**src/rtl/bcd_cnt_pkg.sv**
```systemverilog
package bcd_cnt_pkg;

    localparam int BCD_W = 4;

    typedef logic [BCD_W-1:0] bcd_t;

    typedef struct packed {
        bcd_t digit;
    } digit_state_t;

endpackage

```
**src/rtl/bcd_step_logic.sv**
```systemverilog
module bcd_step_logic
    import bcd_cnt_pkg::*;
#(
    parameter int LAST = 9
) (
    input  bcd_t cur,
    input  logic dir_down,
    output bcd_t nxt
);
    localparam bcd_t LAST_V = bcd_t'(LAST);

    always_comb begin
        if (cur > LAST_V) begin
            nxt = '0;
        end else if (dir_down) begin
            nxt = (cur == '0) ? LAST_V : cur - bcd_t'(1);
        end else begin
            nxt = (cur == LAST_V) ? '0 : cur + bcd_t'(1);
        end
    end
endmodule

```
**src/rtl/bcd_term_logic.sv**
```systemverilog
module bcd_term_logic
    import bcd_cnt_pkg::*;
#(
    parameter int LAST = 9
) (
    input  bcd_t cur,
    input  logic dir_down,
    input  logic cnt_en_n,
    output logic term,
    output logic ripple_n
);
    localparam bcd_t LAST_V = bcd_t'(LAST);

    always_comb begin
        term     = dir_down ? (cur == '0) : (cur == LAST_V);
        ripple_n = ~(term & ~cnt_en_n);
    end
endmodule

```
**src/rtl/bcd_updown_digit.sv**
```systemverilog
module bcd_updown_digit
    import bcd_cnt_pkg::*;
#(
    parameter int LAST = 9
) (
    input  logic             clk,
    input  logic             rst,
    input  logic             cnt_en_n,
    input  logic             dir_down,
    input  logic             load_n,
    input  logic [BCD_W-1:0] load_val,
    output logic [BCD_W-1:0] digit_q,
    output logic             term_cnt,
    output logic             ripple_n
);
    localparam bcd_t LAST_V = bcd_t'(LAST);

    digit_state_t st_d, st_q;
    bcd_t         step_d;

    bcd_step_logic #(.LAST(LAST)) u_step (
        .cur      (st_q.digit),
        .dir_down (dir_down),
        .nxt      (step_d)
    );

    bcd_term_logic #(.LAST(LAST)) u_term (
        .cur      (st_q.digit),
        .dir_down (dir_down),
        .cnt_en_n (cnt_en_n),
        .term     (term_cnt),
        .ripple_n (ripple_n)
    );

    always_comb begin
        st_d = st_q;
        if (!load_n) begin
            st_d.digit = load_val;
        end else if (!cnt_en_n) begin
            st_d.digit = step_d;
        end
    end

    always_ff @(posedge clk) begin
        if (rst) begin
            st_q <= '0;
        end else begin
            st_q <= st_d;
        end
    end

    assign digit_q = st_q.digit;

    AST_RESET_CLEARS: assert property (@(posedge clk) rst |=> digit_q == '0);
    AST_UP_WRAP: assert property (@(posedge clk) disable iff (rst)
        (load_n && !cnt_en_n && !dir_down && digit_q == LAST_V) |=> digit_q == '0);
    AST_DOWN_WRAP: assert property (@(posedge clk) disable iff (rst)
        (load_n && !cnt_en_n && dir_down && digit_q == '0) |=> digit_q == LAST_V);
    AST_HOLD_IDLE: assert property (@(posedge clk) disable iff (rst)
        (load_n && cnt_en_n) |=> $stable(digit_q));
    AST_LOAD_WINS: assert property (@(posedge clk) disable iff (rst)
        !load_n |=> digit_q == $past(load_val));
    AST_TERM_IN_RANGE: assert property (@(posedge clk) disable iff (rst)
        term_cnt |-> digit_q <= LAST_V);
    AST_RIPPLE_AT_TERM: assert property (@(posedge clk) disable iff (rst)
        !ripple_n |-> (term_cnt && !cnt_en_n));
    AST_NONBCD_RECOVER: assert property (@(posedge clk) disable iff (rst)
        (load_n && !cnt_en_n && digit_q > LAST_V) |=> digit_q == '0);
endmodule

```
**config.mk**
```make
export PLATFORM = sky130hd
export DESIGN_NAME = bcd_updown_digit
export DESIGN_NICKNAME = d
export VERILOG_FILES = /design/src/rtl/bcd_cnt_pkg.sv /design/src/rtl/bcd_step_logic.sv /design/src/rtl/bcd_term_logic.sv /design/src/rtl/bcd_updown_digit.sv
export SDC_FILE = /design/constraint.sdc
export NUM_CORES = 1
export LEC_CHECK = 0
export BUFFER_PORTS_ARGS = -buffer_cell sky130_fd_sc_hd__buf_2
export CORE_AREA = 2 2 39 41
export DETAILED_ROUTE_END_ITERATION = 8
export DIE_AREA = 0 0 41 43
export SYNTH_ARGS = -nofsm -noshare
export SYNTH_HDL_FRONTEND = slang
export SYNTH_SLANG_ARGS = --single-unit
```
**constraint.sdc**
```tcl
create_clock -name clk -period 1.5 [get_ports clk]
set_input_delay 0.15 -clock clk [delete_from_list [all_inputs] [get_ports clk]]
set_output_delay 0.15 -clock clk [all_outputs]
set_load 0.02 [all_outputs]
```
# Yosys cells after proc, flatten, opt, wreduce, memory -nomap -nowiden
# Cells that the tools add are included.
word_totals:
  inputBits: 9
  ff_bits: 4
  output_inout_bits: 6
  mem_count: 0
  rom_bits: 0
  latchBits: 0
  ram_bits: 0
  word_cells: 17
classes:
  n_lt_le_gt_ge: 1
  n_bitwise: 3
  mul: 0
  n_shift: 0
  reduce_logical: 1
  n_eq_ne: 2
  n_div: 0
  n_mux: 7
  n_addsub: 2
op_table:
  columns: ["cell", "n"]
  rows:
  - ["$mux 4", 6]
  - ["$add 4x1->4 const B", 1]
  - ["$eq 4x4->1 const B", 1]
  - ["$gt 4x4->1 const B", 1]
  - ["$logic_not 4->1", 1]
  - ["$sub 4x1->4 const B", 1]
  - ["$ne 2x2->1 const B", 1]
  - ["$not 1->1", 2]
  - ["$and 1x1->1", 1]
  - ["$mux 1", 1]

# Depth between registers and ports, before layout
# Gate-level depths: netlist of run 1.
depth:
  ltp_word: 6
  mapped_depth: 5
  mapped_depth_nobuf: 4

# By module
# From an unflattened synthesis of run 1, not the netlist that was laid out.
unflattened:
  cells_unflattened: 44
  area_unflattened_um2: 379.1
by_module_without_submodules:
  columns: ["module", "cells_per_inst", "area_each_um2", "n_inst", "seq_area_each_um2"]
  rows:
  - ["bcd_updown_digit", 18, 173.9, 1, 80.1]
  - ["bcd_step_logic", 22, 170.2, 1, 0.0]
  - ["bcd_term_logic", 4, 35.0, 1, 0.0]

# Least setup slack after synthesis of run 1
# No wires, ideal clock.
synth_path:
  path_kind: "reg2out"
  startpoint: "register st_q (netlist bit digit_q[0])"
  endpoint: "output ripple_n"
  path_buffers: 1
  required_time_ns: 1.350
  slack_ns: -0.403
  arrival_ns: 1.753
  stages_incl_launch_ff: 6
  path_cell_list: "dfxtp_1 clkbuf_8 nand2_1 o22a_2 nor3_1 nand2b_1"
synth_via:
  elab_chain_cells: 4
  word_cells_on_any_way: 5
  cone_classes: "1 x eq/ne; 1 x mux; 2 x bitwise; 1 x reduce/logical"
synth_rtl:
  columns: ["element", "line_no", "rtl"]
  rows:
  - ["start, declared", "bcd_updown_digit.sv:18", "digit_state_t st_d, st_q;"]
  - ["start signal, assigned", "bcd_updown_digit.sv:48", "st_q <= st_d;"]
  - ["$eq 4x4->1 or $logic_not 4->1 (tied branches)", "bcd_term_logic.sv:15", "term = dir_down ? (cur == '0) : (cur == LAST_V);"]
  - ["$mux 1 *", "bcd_term_logic.sv:15", null]
  - ["named net term_cnt", "bcd_updown_digit.sv:13", "output logic term_cnt,"]
  - ["$and 1x1->1 *", "bcd_term_logic.sv:16", "ripple_n = ~(term & ~cnt_en_n);"]
  - ["$not 1->1 *", "bcd_term_logic.sv:16", null]
  - ["end, declared", "bcd_updown_digit.sv:14", "output logic ripple_n"]
# Mark *: on every way through the listed nets, which the timed path passes. The rest lies on a longest branch.

# Final worst setup path of run 1
layout_path:
  startpoint: "register st_q (netlist bit digit_q[0])"
  endpoint: "output ripple_n"
layout_via:
  elab_chain_cells: 4
  word_cells_on_any_way: 5
  cone_classes: "1 x eq/ne; 1 x mux; 2 x bitwise; 1 x reduce/logical"
layout_rtl:
  columns: ["element", "line_no"]
  rows:
  - ["$eq 4x4->1 or $logic_not 4->1 (tied branches)", "bcd_term_logic.sv:15"]
  - ["$mux 1 *", "bcd_term_logic.sv:15"]
  - ["$and 1x1->1 *", "bcd_term_logic.sv:16"]
  - ["$not 1->1 *", "bcd_term_logic.sv:16"]
# Every way passes the cells marked *; elsewhere a longest branch is shown, timed or not.

==> results of run 1 <==
[what timing repair did]
item	in CTS	in global routing
setup buffers	1	0
hold endpoints to repair	0	0
resized for setup	1	1
endpoints found under the setup margin	2	2
[worst max-delay path: stages (launching register included)]
cell and delay [ns]:
dfxtp_4 0.34, nand2b_1 0.15, o22a_2 0.24, nor3_4 0.12, nand2b_1 0.06, buf_2 0.15
[metal layers]
layer / up-vias / part of all wire (%)
met4: 0 / 1.8
met1: 185 / 45
met2: 15 / 48
met5: - / 0
met3: 2 / 4.2
li1: 228 / -
[metrics by stage]
step	utilization, %	cells	setup WS, ns
4_1_cts	37.88	86	0.002894
5_1_grt	37.97	86	-0.02233
3_3_place_gp	35.53	82	0.1702
2_1_floorplan	-	55	0.06278
6_report	37.97	86	0.04558
3_5_place_dp	35.53	82	0.1079
[layout make-up]
type                       count  area [sq um]
fill                         156         858.3
multi-input combinational     43         290.3
timing repair buffer          18         100.1
sequential                     4         85.08
clock buffer                   3         22.52
tap                           16         20.02
inverter                       2         7.507
[power groups by stage]
stage	Clock [W]	Combinational (W)	Sequential, W
floorplan	0	0.000121	0.000138
global placement	0	0.000141	0.000143
detailed placement	0	0.000142	0.000144
CTS	0.000144	0.000152	0.000136
global route	0.000153	0.000166	0.000138
finish	0.000137	0.000151	0.000136
[cell families (layout without fill, tap and decap cells)]
kind of cell / Yosys count / after routing / synth area share (%)
DFF: 4 / 4 / 18.29
AOI/OAI and AO/OA: 18 / 18 / 30.00
buffers and inverters: 8 / 23 / 18.00
and+or+nand+nor: 23 / 23 / 29.72
xor gates and xnor gates: 2 / 2 / 4.001
[worst max path at each step]
stage            endpoint        from  slack [ns]
3_5_place_dp   digit_q[1]  digit_q[1]        0.11
2_1_floorplan    ripple_n  digit_q[0]        0.06
3_3_place_gp   digit_q[1]  digit_q[1]        0.17
6_report         ripple_n  digit_q[0]        0.05
4_1_cts          ripple_n  digit_q[3]       0.003
5_1_grt          ripple_n  digit_q[0]       -0.02
[synthesized netlist by cell type, drive strengths merged]
master,instances
nand2,9
o21ai,6
dfxtp,4
buf,3
clkbuf,3
nor2,3
a21oi,2
inv,2
nand2b,2
nand3,2
nor2b,2
nor3,2
xnor2,2
a211o,1
a21o,1
a221o,1
a221oi,1
a31o,1
nand3b,1
nor3b,1
o211ai,1
o21bai,1
o221a,1
o22a,1
o31ai,1
or3,1
==> flow_summary.yaml, run 1 <==
layout:
  fin_area_sq_um: 525.5
  max_flop_register: "digit_q"
  final_common_cell: "buf_2"
  nets: 81
  reg_top3: "digit_q: 4 flops"
  area.growth.synth_to_final_pct: 20.00
  layout_common_cells: "buf_2, nand2_1, o21ai_0, buf_4"
  layout-drive-gt1-share_pct: 42.86
  n_antenna_cell: 0
  largest_reg_flops: 4
sta:
  slew_headroom_pct: 69.06
  timing.setup.tns_ns: 0
  fmax_mhz: 687.6
  hold_viol: 0
  fin_crit_ns: 1.454
  min_period_over_period_pct: 96.96
  rsz0062_at_grt: "true"
  drv_slew: 0
  tightest_slew_ns: 0.4635
  whs_ns: 0.1231
  finClkSkew_ns: 0.006260
  setup_viol: 0
grt:
  grt_antenna_before_repair: 0
  overflow: 0
  met2_usage_pct: 20.00
  gr-max-usage-layer: "met2"
  grt_usage_pct: 13.86
  grt_pass1_wl_um: 1635
  met1_usage_pct: 17.68
  met3_usage_pct: 2.094
  grt_pass1_vias: 384
  grt_max_degree: 13
worst_setup_path:
  r2r_end: "digit_q[1]"
  cp-start-kind: "flop"
  critical_path_arrival_ns: 1.30
  crit_fanout: 3
  r2r-start: "digit_q[1]"
  r2r_slack_ns: 0.11
  worstRegToRegCells: 4
  required_ns: 1.35
  crit_type: "reg -> out"
  critical_path.endpoint_type: "output port"
clock_network:
  cts_hold_buf: 0
  worstSkewPairLatency_ns: 0.24
  cts.sinks: 4
  cts.clk_slew.worst_paths_ns: 0.04
  tritoncts: "built"
  cts_buffer_depth: 2
  cts-buffers-inserted: 3
  h-tree-depth: 1
  cts_root_buf: "clkbuf_4"
floorplan:
  rows: 14
  ioPinCount: 15
  die_y_um: 43
  placeableCoreArea_sq_mm: 0.001384
  dieArea_sq_mm: 0.001763
  start_util_pct: 31.65
  die_w_um: 41
synthesis:
  ys_types: 30
  syn_inst: 55
  synth_top_area_cell: "dfxtp_1"
  ys_ff_latch: 4
  synth_seq_area_share_pct: 18.29
  synth.top_cell.area_share_pct: 18.29
  synth_area_sq_um: 437.9
  synthTopCellsByArea: "dfxtp_1, clkbuf_8, nand2_1, o21ai_0, buf_6"
  synth_warnings: 0
  avgSynthCellArea_sq_um: 7.962
  syn_nets: 64
placement:
  port_buffers: 14
  place_area_sq_um: 491.7
  routabilityCongestion: 0.7550
pwr:
  p_int_w: 0.0002778
  switching_share_pct: 34.64
  p_switching_w: 0.0001473
  ir_worst_vdd_uv: 276.6
  p_clk_share_pct: 32.3
  p_leak_nw: 0.2159
  finalPower_w: 0.0004251
  comb_power_share_pct: 35.6
  powerDensity_mw_per_mm2: 808.9
  power_frac_seq_pct: 32.1
min_path:
  holdPathEnd: "digit_q[1]"
  hold_path_depth: 2
  min_from: "rst"
  hold_path_class: "in -> reg"
route:
  vias_per_cell: 5.000
  drt_pass1_iterations: 4
  drc_errors: 0
  avgRoutedWirePerCell_um: 11.97
  final_antenna_net_count: 0
  routed_wl_um: 1029
  drt_iter0_drc: 8
  num_vias: 430
flow_run:
  cap_violations: 0
run_status:
  status: "completed"
Note: power is estimated with default switching activity, not from simulation.
==> run 2, diff against run 1 <==
--- a/config.mk
+++ b/config.mk
@@ -9,6 +9,8 @@
 export CORE_AREA = 2 2 39 41
 export DETAILED_ROUTE_END_ITERATION = 8
 export DIE_AREA = 0 0 41 43
+export RECOVER_POWER = 100
 export SYNTH_ARGS = -nofsm -noshare
 export SYNTH_HDL_FRONTEND = slang
+export SYNTH_HIERARCHICAL = 1
 export SYNTH_SLANG_ARGS = --single-unit
==> run 2 against run 1 <==
  * The flow now finishes with violations (negative setup slack)
  * Synthesized cell count fell by 20%
  * Critical endpoint unchanged
  * Largest cell class unchanged
  * First-iteration DRC count fell by 88%
  * Register-to-register slack got worse by 0.19 ns
==> flow_summary.yaml, run 2 <==
run_status:
  status: "complete, but fails checks"
  failed_checks: "negative setup slack"
synthesis:
  synth_area_sq_um: 379.1
  synth_warnings: 6
  ys_ff_latch: 4
  syn_inst: 44
  synth_seq_area_share_pct: 21.12
  avgSynthCellArea_sq_um: 8.616
  ys_types: 21
  async_flop_share_pct: 0
  synth.top_cell.area_share_pct: 21.12
  synth_edf_count: 0
  synth_top_area_cell: "dfxtp_1"
  synth_top_flop_cell: "dfxtp_1"
  syn_nets: 53
  synth_common_cells: "a211oi_1, mux2i_1, nor2_1"
  synthTopCellsByArea: "dfxtp_1, mux2i_1, a211oi_1, or3b_1, and4bb_2"
pwr:
  comb_power_share_pct: 34.6
  finalPower_w: 0.0004218
  p_leak_nw: 0.2362
  powerDensity_mw_per_mm2: 818.2
  p_clk_share_pct: 35.6
  p_switching_w: 0.0001366
  p_int_w: 0.0002852
  ir_worst_vdd_uv: 421.7
  power_frac_seq_pct: 29.8
  switching_share_pct: 32.38
placement:
  dp_hpwl_um: 672.8
  routabilityCongestion: 0.7276
  dp.cells: 75
  port_buffers: 14
  dpl_worst_slack_ns: -0.05047
layout:
  final_util_pct: 37.25
  final_common_cell: "buf_2"
  n_antenna_cell: 0
  layout-drive-gt1-share_pct: 42.86
  area.growth.synth_to_final_pct: 35.97
  nets: 73
  reg_top3: "digit_q: 4 flops"
  fin_cells: 79
  max_flop_register: "digit_q"
  layout_common_cells: "buf_2, mux2i_1, nor2_1"
  largest_reg_flops: 4
grt:
  grt_max_degree: 11
  grt_usage_pct: 11.55
  grt_pass1_wl_um: 1366
  overflow: 0
  grt_antenna_before_repair: 0
  grt_pass1_vias: 324
clock_network:
  cts.clk_slew.worst_paths_ns: 0.04
  worstSkewPairLatency_ns: 0.24
  cts-buffers-inserted: 3
  cts.sinks: 4
  cts_root_buf: "clkbuf_4"
  cts_buffer_depth: 2
  h-tree-depth: 1
  tritoncts: "built"
flow_run:
  cap_violations: 0
worst_setup_path:
  critical_path.endpoint_type: "output port"
  critical_path_arrival_ns: 1.48
  required_ns: 1.35
  crit_fanout: 4
  cp-start-kind: "flop"
  crit_type: "reg -> out"
  crit_chain: "or3b_4, a2111o_1, buf_6"
  cp_slowest_stage_delay_ns: 0.38
  cp_slowest_cell: "or3b_4"
sta:
  rsz0062_at_grt: "true"
  finClkSkew_ns: 0.006111
  whs_ns: 0.1203
  min_period_over_period_pct: 108.9
  slew_headroom_pct: 80.96
  worst_slack_ns: -0.1340
  setup_viol: 4
  fin_crit_ns: 1.634
  fmax_mhz: 612.0
  tightest_slew_ns: 0.2851
  drv_slew: 0
  hold_viol: 0
min_path:
  hold_path_class: "in -> reg"
route:
  avgRoutedWirePerCell_um: 11.57
  num_vias: 389
  final_antenna_net_count: 0
  drt_pass1_iterations: 3
  vias_per_cell: 4.924
  drc_errors: 0
  drt_iter0_drc: 1
  routed_wl_um: 914
floorplan:
  placeableCoreArea_sq_mm: 0.001384
  dieArea_sq_mm: 0.001763
  ioPinCount: 15
  rows: 14
  start_util_pct: 27.40
  die_w_um: 41
  die_y_um: 43
run 2: cell count changes in the layout (fill, tap and decap cells not counted), moves of 4 or more:
| cell | delta |
|---|---|
| buf_2 | -4 |
| a211oi_1 | +4 |
| clkbuf_1 | +4 |
| nand2_1 | -8 |
| mux2i_1 | +5 |
| o21ai_0 | -6 |
run 2: worst max-delay path, delay by kind of cell (launching register included):
kind / cells / cell delay, ns
simple gates: 1 / 0.38
compound gates: 1 / 0.38
flops: 1 / 0.34
buf+inv: 1 / 0.14
run 2: cell families after synthesis:
family	after synthesis	share of synthesized area, %
AO/OA/AOI/OAI	12	22.11
AND/OR/NAND/NOR	16	29.70
buffers and inverters	5	9.237
XOR/XNOR	2	4.621
multiplexers	5	13.20
flip-flops	4	21.12
run 2: power by group through the flow:
| stage | logic, W | clock network (W) | registers (W) |
|---|---|---|---|
| after floorplan | 0.0000782 | 0 | 0.000143 |
| final | 0.000146 | 0.000150 | 0.000126 |
| after global placement | 0.000138 | 0 | 0.000126 |
| after detailed placement | 0.000139 | 0 | 0.000126 |
| after CTS | 0.000145 | 0.000156 | 0.000125 |
| after global routing | 0.000163 | 0.000167 | 0.000127 |
run 2: path summary, 6_finish.rpt:
path / start / to / slack, ns / depth (start not counted)
worst max-delay path: digit_q[0] / ripple_n / -0.13 / 3
worst min-delay path: rst / digit_q[0] / 0.12 / 2
worst max register to register: digit_q[0] / digit_q[2] / -0.08 / 5
worst min register to register: digit_q[2] / digit_q[2] / 0.70 / 2
run 2: area by class of cell:
class	instances	area, sq um
fillers	152	868.3
clock buffers	4	26.28
multi-input cells	35	274.0
repair buffers	19	107.6
flip-flops and latches	4	83.83
well taps	16	20.02
inverters	1	3.754
run 2: through the flow:
stage               setup TNS, ns  instance area, sq um
floorplan                 -0.3106                 382.9
global placement                0                 479.2
detailed placement       -0.06882                 479.2
CTS                       -0.3079                 514.2
global route              -0.6018                 515.5
finish                    -0.2721                 515.5
run 2: metal layers:
metal / part of all wire (%) / up-vias / global-route usage, %
met1: 47 / 172 / 16.40
met3: 9.4 / 0 / 9.424
li1: - / 201 / -
met2: 44 / 16 / 14.37
met4: 0 / 0 / 0
met5: 0 / - / 0
run 2: repair_timing:
action | 4_1_cts | 5_1_grt
setup endpoints to repair | 4 | 4
hold buffers | 0 | 0
resized for setup | 5 | 2
buffers inserted | 0 | 0
pin swaps | 2 | 0
